===== src/rtl/scaler_irq_pkg.sv =====
package scaler_irq_pkg;
  localparam int VEC_W        = 8;
  localparam int LVL_W        = 3;
  localparam int DATA_W       = 32;
  // configuration word field positions
  localparam int CFG_LVL_LSB  = 8;
  localparam int CFG_GEN_BIT  = 11;
  localparam int CFG_ROAK_BIT = 12;
  // control word field positions
  localparam int CSR_DIS_LSB  = 8;
  localparam int CSR_CLR_LSB  = 16;
  localparam int CSR_IRQ_BIT  = 31;
  localparam int ADDR_CFG     = 0;
  localparam int ADDR_CSR     = 1;

  typedef struct packed {
    logic             roak;
    logic             gen;
    logic [LVL_W-1:0] lvl;
    logic [VEC_W-1:0] vec;
  } irq_cfg_t;
endpackage


===== src/rtl/irq_src_cell.sv =====
module irq_src_cell #(
  parameter bit EDGE = 1'b1
) (
  input  logic clk,
  input  logic rst,
  input  logic src_i,
  input  logic clr_i,
  output logic flag_o
);
  generate
    if (EDGE) begin : g_edge
      logic src_q;
      always_ff @(posedge clk) begin
        if (rst) begin
          src_q  <= 1'b0;
          flag_o <= 1'b0;
        end else begin
          src_q  <= src_i;
          // a new rising edge wins over a clear in the same cycle
          flag_o <= (src_i & ~src_q) | (flag_o & ~clr_i);
        end
      end
    end else begin : g_level
      logic unused_clr;
      assign unused_clr = clr_i;
      always_ff @(posedge clk) begin
        if (rst) flag_o <= 1'b0;
        else     flag_o <= src_i;
      end
    end
  endgenerate
endmodule


===== src/rtl/irq_regs.sv =====
module irq_regs
  import scaler_irq_pkg::*;
#(
  parameter int N_SRC  = 8,
  parameter int ADDR_W = 2
) (
  input  logic              clk,
  input  logic              rst,
  input  logic              wr_en_i,
  input  logic              rd_en_i,
  input  logic [ADDR_W-1:0] addr_i,
  input  logic [DATA_W-1:0] wdata_i,
  output logic [DATA_W-1:0] rdata_o,
  input  logic              take_i,
  input  logic [N_SRC-1:0]  flag_i,
  input  logic              irq_i,
  output irq_cfg_t          cfg_o,
  output logic [N_SRC-1:0]  en_o,
  output logic [N_SRC-1:0]  clr_o
);
  logic             wr_cfg, wr_csr;
  logic [N_SRC-1:0] en_next;
  logic [DATA_W-1:0] rd_mux;
  logic unused_wdata;

  assign unused_wdata = ^wdata_i;
  assign wr_cfg = wr_en_i && (addr_i == ADDR_W'(ADDR_CFG));
  assign wr_csr = wr_en_i && (addr_i == ADDR_W'(ADDR_CSR));
  assign clr_o  = wr_csr ? wdata_i[CSR_CLR_LSB +: N_SRC] : '0;

  always_comb begin
    en_next = en_o;
    if (take_i && cfg_o.roak) en_next = en_next & ~flag_i;
    // a software write in the same cycle takes precedence
    if (wr_csr) en_next = (en_next | wdata_i[0 +: N_SRC]) & ~wdata_i[CSR_DIS_LSB +: N_SRC];
  end

  always_ff @(posedge clk) begin
    if (rst) begin
      cfg_o <= '0;
      en_o  <= '0;
    end else begin
      en_o <= en_next;
      if (wr_cfg) begin
        cfg_o.vec  <= wdata_i[VEC_W-1:0];
        cfg_o.lvl  <= wdata_i[CFG_LVL_LSB +: LVL_W];
        cfg_o.gen  <= wdata_i[CFG_GEN_BIT];
        cfg_o.roak <= wdata_i[CFG_ROAK_BIT];
      end
    end
  end

  always_comb begin
    rd_mux = '0;
    if (addr_i == ADDR_W'(ADDR_CFG)) begin
      rd_mux[VEC_W-1:0]              = cfg_o.vec;
      rd_mux[CFG_LVL_LSB +: LVL_W]   = cfg_o.lvl;
      rd_mux[CFG_GEN_BIT]            = cfg_o.gen;
      rd_mux[CFG_ROAK_BIT]           = cfg_o.roak;
    end else if (addr_i == ADDR_W'(ADDR_CSR)) begin
      rd_mux[0 +: N_SRC]             = en_o;
      rd_mux[CSR_CLR_LSB +: N_SRC]   = flag_i;
      rd_mux[CSR_IRQ_BIT]            = irq_i;
    end
  end

  always_ff @(posedge clk) begin
    if (rst)          rdata_o <= '0;
    else if (rd_en_i) rdata_o <= rd_mux;
  end
endmodule


===== src/rtl/irq_req.sv =====
module irq_req
  import scaler_irq_pkg::*;
#(
  parameter int N_SRC = 8
) (
  input  logic             clk,
  input  logic             rst,
  input  logic             gen_i,
  input  logic [LVL_W-1:0] lvl_i,
  input  logic [VEC_W-1:0] vec_i,
  input  logic [N_SRC-1:0] en_i,
  input  logic [N_SRC-1:0] flag_i,
  input  logic             ack_i,
  output logic             irq_o,
  output logic [LVL_W-1:0] level_o,
  output logic [VEC_W-1:0] vec_o,
  output logic             vec_valid_o,
  output logic             take_o
);
  logic fire;

  assign fire   = gen_i && (lvl_i != '0) && (|(en_i & flag_i));
  assign take_o = ack_i && irq_o;

  always_ff @(posedge clk) begin
    if (rst) begin
      irq_o       <= 1'b0;
      level_o     <= '0;
      vec_o       <= '0;
      vec_valid_o <= 1'b0;
    end else begin
      irq_o       <= fire;
      level_o     <= fire ? lvl_i : '0;
      vec_valid_o <= take_o;
      if (take_o) vec_o <= vec_i;
    end
  end
endmodule


===== src/rtl/scaler_irq_ctrl.sv =====
module scaler_irq_ctrl
  import scaler_irq_pkg::*;
#(
  parameter int             N_SRC     = 8,  // at most 8
  parameter int             ADDR_W    = 2,
  parameter logic [N_SRC-1:0] EDGE_MASK = 8'hF7
) (
  input  logic              clk,
  input  logic              rst,
  input  logic              wr_en_i,
  input  logic              rd_en_i,
  input  logic [ADDR_W-1:0] addr_i,
  input  logic [DATA_W-1:0] wdata_i,
  output logic [DATA_W-1:0] rdata_o,
  input  logic [N_SRC-1:0]  src_i,
  input  logic              ack_i,
  output logic              irq_o,
  output logic [LVL_W-1:0]  irq_level_o,
  output logic [VEC_W-1:0]  vec_o,
  output logic              vec_valid_o
);
  irq_cfg_t         cfg;
  logic [N_SRC-1:0] en_q, flag_q, clr_w;
  logic             take;
  logic             cfg_roak, cfg_gen;

  assign cfg_roak = cfg.roak;
  assign cfg_gen  = cfg.gen;

  irq_regs #(.N_SRC(N_SRC), .ADDR_W(ADDR_W)) u_regs (
    .clk(clk), .rst(rst), .wr_en_i(wr_en_i), .rd_en_i(rd_en_i),
    .addr_i(addr_i), .wdata_i(wdata_i), .rdata_o(rdata_o),
    .take_i(take), .flag_i(flag_q), .irq_i(irq_o),
    .cfg_o(cfg), .en_o(en_q), .clr_o(clr_w)
  );

  generate
    for (genvar n = 0; n < N_SRC; n++) begin : g_src
      irq_src_cell #(.EDGE(EDGE_MASK[n])) u_cell (
        .clk(clk), .rst(rst), .src_i(src_i[n]), .clr_i(clr_w[n]), .flag_o(flag_q[n])
      );
    end
  endgenerate

  irq_req #(.N_SRC(N_SRC)) u_req (
    .clk(clk), .rst(rst), .gen_i(cfg.gen), .lvl_i(cfg.lvl), .vec_i(cfg.vec),
    .en_i(en_q), .flag_i(flag_q), .ack_i(ack_i),
    .irq_o(irq_o), .level_o(irq_level_o), .vec_o(vec_o),
    .vec_valid_o(vec_valid_o), .take_o(take)
  );
endmodule


===== config.mk =====
export PLATFORM = sky130hd
export DESIGN_NAME = scaler_irq_ctrl
export DESIGN_NICKNAME = d
export VERILOG_FILES = /design/src/rtl/scaler_irq_pkg.sv /design/src/rtl/irq_src_cell.sv /design/src/rtl/irq_regs.sv /design/src/rtl/irq_req.sv /design/src/rtl/scaler_irq_ctrl.sv
export SDC_FILE = /design/constraint.sdc
export NUM_CORES = 1
export LEC_CHECK = 0
export ABC_AREA = 1
export CELL_PAD_IN_SITES_DETAIL_PLACEMENT = 1
export CELL_PAD_IN_SITES_GLOBAL_PLACEMENT = 1
export CORE_AREA = 2 2 80 120
export CTS_BUF_LIST = sky130_fd_sc_hd__clkbuf_2
export DETAILED_ROUTE_END_ITERATION = 8
export DIE_AREA = 0 0 82 122
export HOLD_SLACK_MARGIN = 0.05
export PLACE_DENSITY = 0.78
export SLEW_MARGIN = 20
export SYNTH_ARGS = -nofsm -noshare
export SYNTH_HDL_FRONTEND = slang
export SYNTH_SLANG_ARGS = --single-unit
export TNS_END_PERCENT = 30

===== constraint.sdc =====
create_clock -name clk -period 1.35 [get_ports clk]
set_clock_uncertainty 0.15 [all_clocks]
set_input_delay 0.27 -clock clk [delete_from_list [all_inputs] [get_ports clk]]
set_output_delay 0.27 -clock clk [all_outputs]
set_load 0.01 [all_outputs]

==> key figures <==
CTS
  – # clock sinks: 71
  – CTS H-tree depth: 3
  – CTS tree: yes
  – Worst-skew pair later-pin latency: 0.49 ns
  – Clk pin slew, worst setup/hold paths: 0.18 ns
  – Clock buffer depth: 2
  – Root Driver: clkbuf_2
  – TritonCTS Buffers: 9

Worst setup path
  – CP Max Fanout: 2
  – Worst r2r path cells: 6
  – Critical path required time: 0.93 ns
  – Reg2reg end: u_req.vec_o[4]
  – Crit Path Class: flip-flop to primary output
  – Worst R2R Setup Slack: 0.05 ns
  – Worst setup EP type: primary output
  – Crit-path cells: buf_6
  – Startpoint class of the critical path: flip-flop
  – Crit path max-delay cell type: dfxtp_2
  – CP arrival: 0.99 ns
  – Buffers plus inverters on the worst setup path: 1
  – Cell family with most CP delay: flip-flops
  – Slowest Stage Delay on Critical Path: 0.39 ns
  – R2R Path Start: u_req.irq_o

Floorplanning
  – Core region area: 9040 um2
  – Chip width: 82 um
  – Die area: 10,000 um2
  – Initial cell density of the core: 31.7%
  – I/O pins: 92
  – Die H: 122 um
  – Num rows: 43

Layout
  – Share of layout cells above drive strength 1: 23.0%
  – P&R area growth vs syn: 36.1%
  – Register area: 1460 um2
  – Multi-input gate area: 1170 um2
  – Fillers: 1,151
  – Diode count: 0
  – End-of-flow core utilization: 43.2%
  – Final std cells w/o fill: 594
  – Final nets: 525

Timing
  – Final Max Tran Viols: 0
  – Hold Vio Cnt, Final: 0
  – Fin crit share: 105%
  – Fmax: 708 MHz
  – Min cycle time layout: 1.41 ns
  – Final setup fails: 35
  – Unrepaired setup endpoints after global routing: true
  – Sum Neg Setup Slack: -1.14 ns
  – Final worst setup slack: -0.0628 ns

GRT
  – GRT met2 Usage: 27.8%
  – GRT Overall Usage: 16.3%
  – Pin count of the biggest net entering global routing: 45
  – First-pass GRT wire length: 12.4 mm
  – Gr ovfl total: 0
  – Routing usage on met3: 1.85%
  – Initial antenna violation count: 0
  – Layer with the highest usage: met2
  – Met1 GRT Util: 19.2%
  – Vias in the first global route: 2,676

Detailed routing
  – Drt wl/cell: 12.8 um
  – DRT iter0 DRCs: 119
  – Drc violations: 0
  – Detailed Routing Iterations Pass 1: 4
  – Vias per inst: 4.41
  – Vias: 2,620
  – ANT nets after route: 0
  – Post-Route WL: 7.60 mm

Min path
  – Hold EP: g_src[2].u_cell.g_edge.src_q
  – Worst hold path class: input pin to flip-flop
  – Depth of the worst hold-timing path: 3
  – Hold_sp: src_i[2]

Synthesis
  – Biggest area consumer among synthesized cells: dfxtp_1
  – Seq/Total Area, Yosys: 49.5%
  – Share of the synthesized area in the top cell type: 49.5%
  – Seq cells post-synth: 71
  – Ranking of synthesized cells by area: dfxtp_1, nand2_1, nor2_1, o21ai_0, inv_1
  – Mapped Area: 2870 um2
  – Synth warn: 0
  – Post-synthesis cell type count: 21
  – Syn_area_per_cell: 7.24 um2
  – Post-Synthesis Cells: 396

Power and ir drop
  – Final Total Pwr: 3.76 mW
  – Max IR drop VDD: 426 uV
  – Cell Pwr Density: 962 nW/um2
  – P_leak: 1.72 nW

Status
  – Failing checks: setup timing
  – Status: finished with violations

Placement
  – Dpl cells: 576
  – PortBufs: 72
  – Setup WS pre-CTS: -0.356 ns
  – Post-DP HPWL: 5.87 mm
  – Final RePlAce weighted congestion: 0.828

Job
  – Max_cap viols: 0
[kinds of logic after synthesis]
family / Yosys count / synth area share (%)
AO/OA/AOI/OAI: 62 / 11.9
AND/OR/NAND/NOR: 200 / 27.7
flip-flops: 71 / 49.5
buffers and inverters: 62 / 10.8
other: 1 / 0.131
[sequential cells by signal, summed over array words and instances, names as in the netlist]
register	count
u_regs.cfg_o	13
u_req.level_o	3
u_req.vec_valid_o	1
u_req.irq_o	1
u_regs.rdata_o	22
g_src.u_cell.flag_o	8
g_src.u_cell.g_edge.src_q	7
u_regs.en_o	8
u_req.vec_o	8
[routing by layer]
metal  share of wire, %  routed length [um]  vias up
met1                 42                3210     1182
met4                2.9                 219        0
met2                 52                3920       56
li1                   -                   -     1366
met5                  0                   0        -
met3                3.2                 244       16
[worst max path at each step]
stage	from	end	cells past startpoint
3_3_place_gp	wr_en_i	u_regs.en_o[4]	7
4_1_cts	u_regs.rdata_o[16]	rdata_o[16]	1
6_report	u_regs.rdata_o[16]	rdata_o[16]	1
3_5_place_dp	addr_i[1]	u_regs.rdata_o[0]	9
5_1_grt	u_regs.rdata_o[16]	rdata_o[16]	1
2_1_floorplan	u_req.irq_o	u_regs.en_o[0]	5
[cell usage after synthesis]
cell type / instances
nand2_1: 115
dfxtp_1: 71
nor2_1: 66
o21ai_0: 34
inv_1: 31
a21oi_1: 19
nand3_1: 15
buf_4: 12
buf_2: 11
a21oi_2: 8
buf_6: 2
clkbuf_1: 2
nor2_4: 2
clkbuf_2: 1
clkinv_1: 1
clkinv_2: 1
conb_1: 1
inv_2: 1
nand2_2: 1
nand2_4: 1
o21ai_1: 1
[report_power, final]
group          total, mW  internal (mW)  switching [mW]
Sequential          2.28           2.20          0.0742
Combinational      0.545          0.280           0.265
Clock              0.935          0.240           0.696
Total               3.76           2.72            1.04
[stage by stage]
step / area, um2 / hold slack [ns]
6_report: 3910 / 0.128
4_1_cts: 3890 / 0.0786
2_1_floorplan: 2900 / 0.227
3_5_place_dp: 3750 / 0.293
3_3_place_gp: 3750 / 0.288
5_1_grt: 3910 / 0.0913
[tightest hold or removal path: stages]
cell and delay [ns]:
clkdlybuf4s50_1 0.39, inv_1 0.05, nor2_1 0.04
[cell type report]
| cell class | instances | share of cell area, % |
|---|---|---|
| well taps | 112 | 3.59 |
| inverters | 34 | 3.30 |
| clock inverters | 3 | 0.288 |
| repair buffers | 90 | 23.8 |
| clock buffers | 12 | 1.54 |
| multi-input cells | 272 | 30.0 |
| flip-flops and latches | 71 | 37.4 |
[cells in the final DEF, fill, tap and decap left out, types with 10 or more instances in the layout]
| cell type | count |
|---|---|
| nand2_1 | 115 |
| nor2_1 | 66 |
| dfxtp_1 | 39 |
| clkdlybuf4s50_1 | 37 |
| o21ai_0 | 34 |
| buf_6 | 32 |
| dfxtp_2 | 32 |
| inv_1 | 31 |
| a21oi_1 | 19 |
| nand3_1 | 15 |
| buf_4 | 14 |
| clkbuf_2 | 12 |
| conb_1 | 10 |
[repair_timing]
| item | 4_1_cts | 5_1_grt |
|---|---|---|
| endpoints found under the setup margin | 35 | 43 |
| hold buffers | 0 | 0 |
| resized for setup | 202 | 2 |
| setup buffers | 2 | 1 |
No activity file was read; power rests on OpenSTA's default activity.
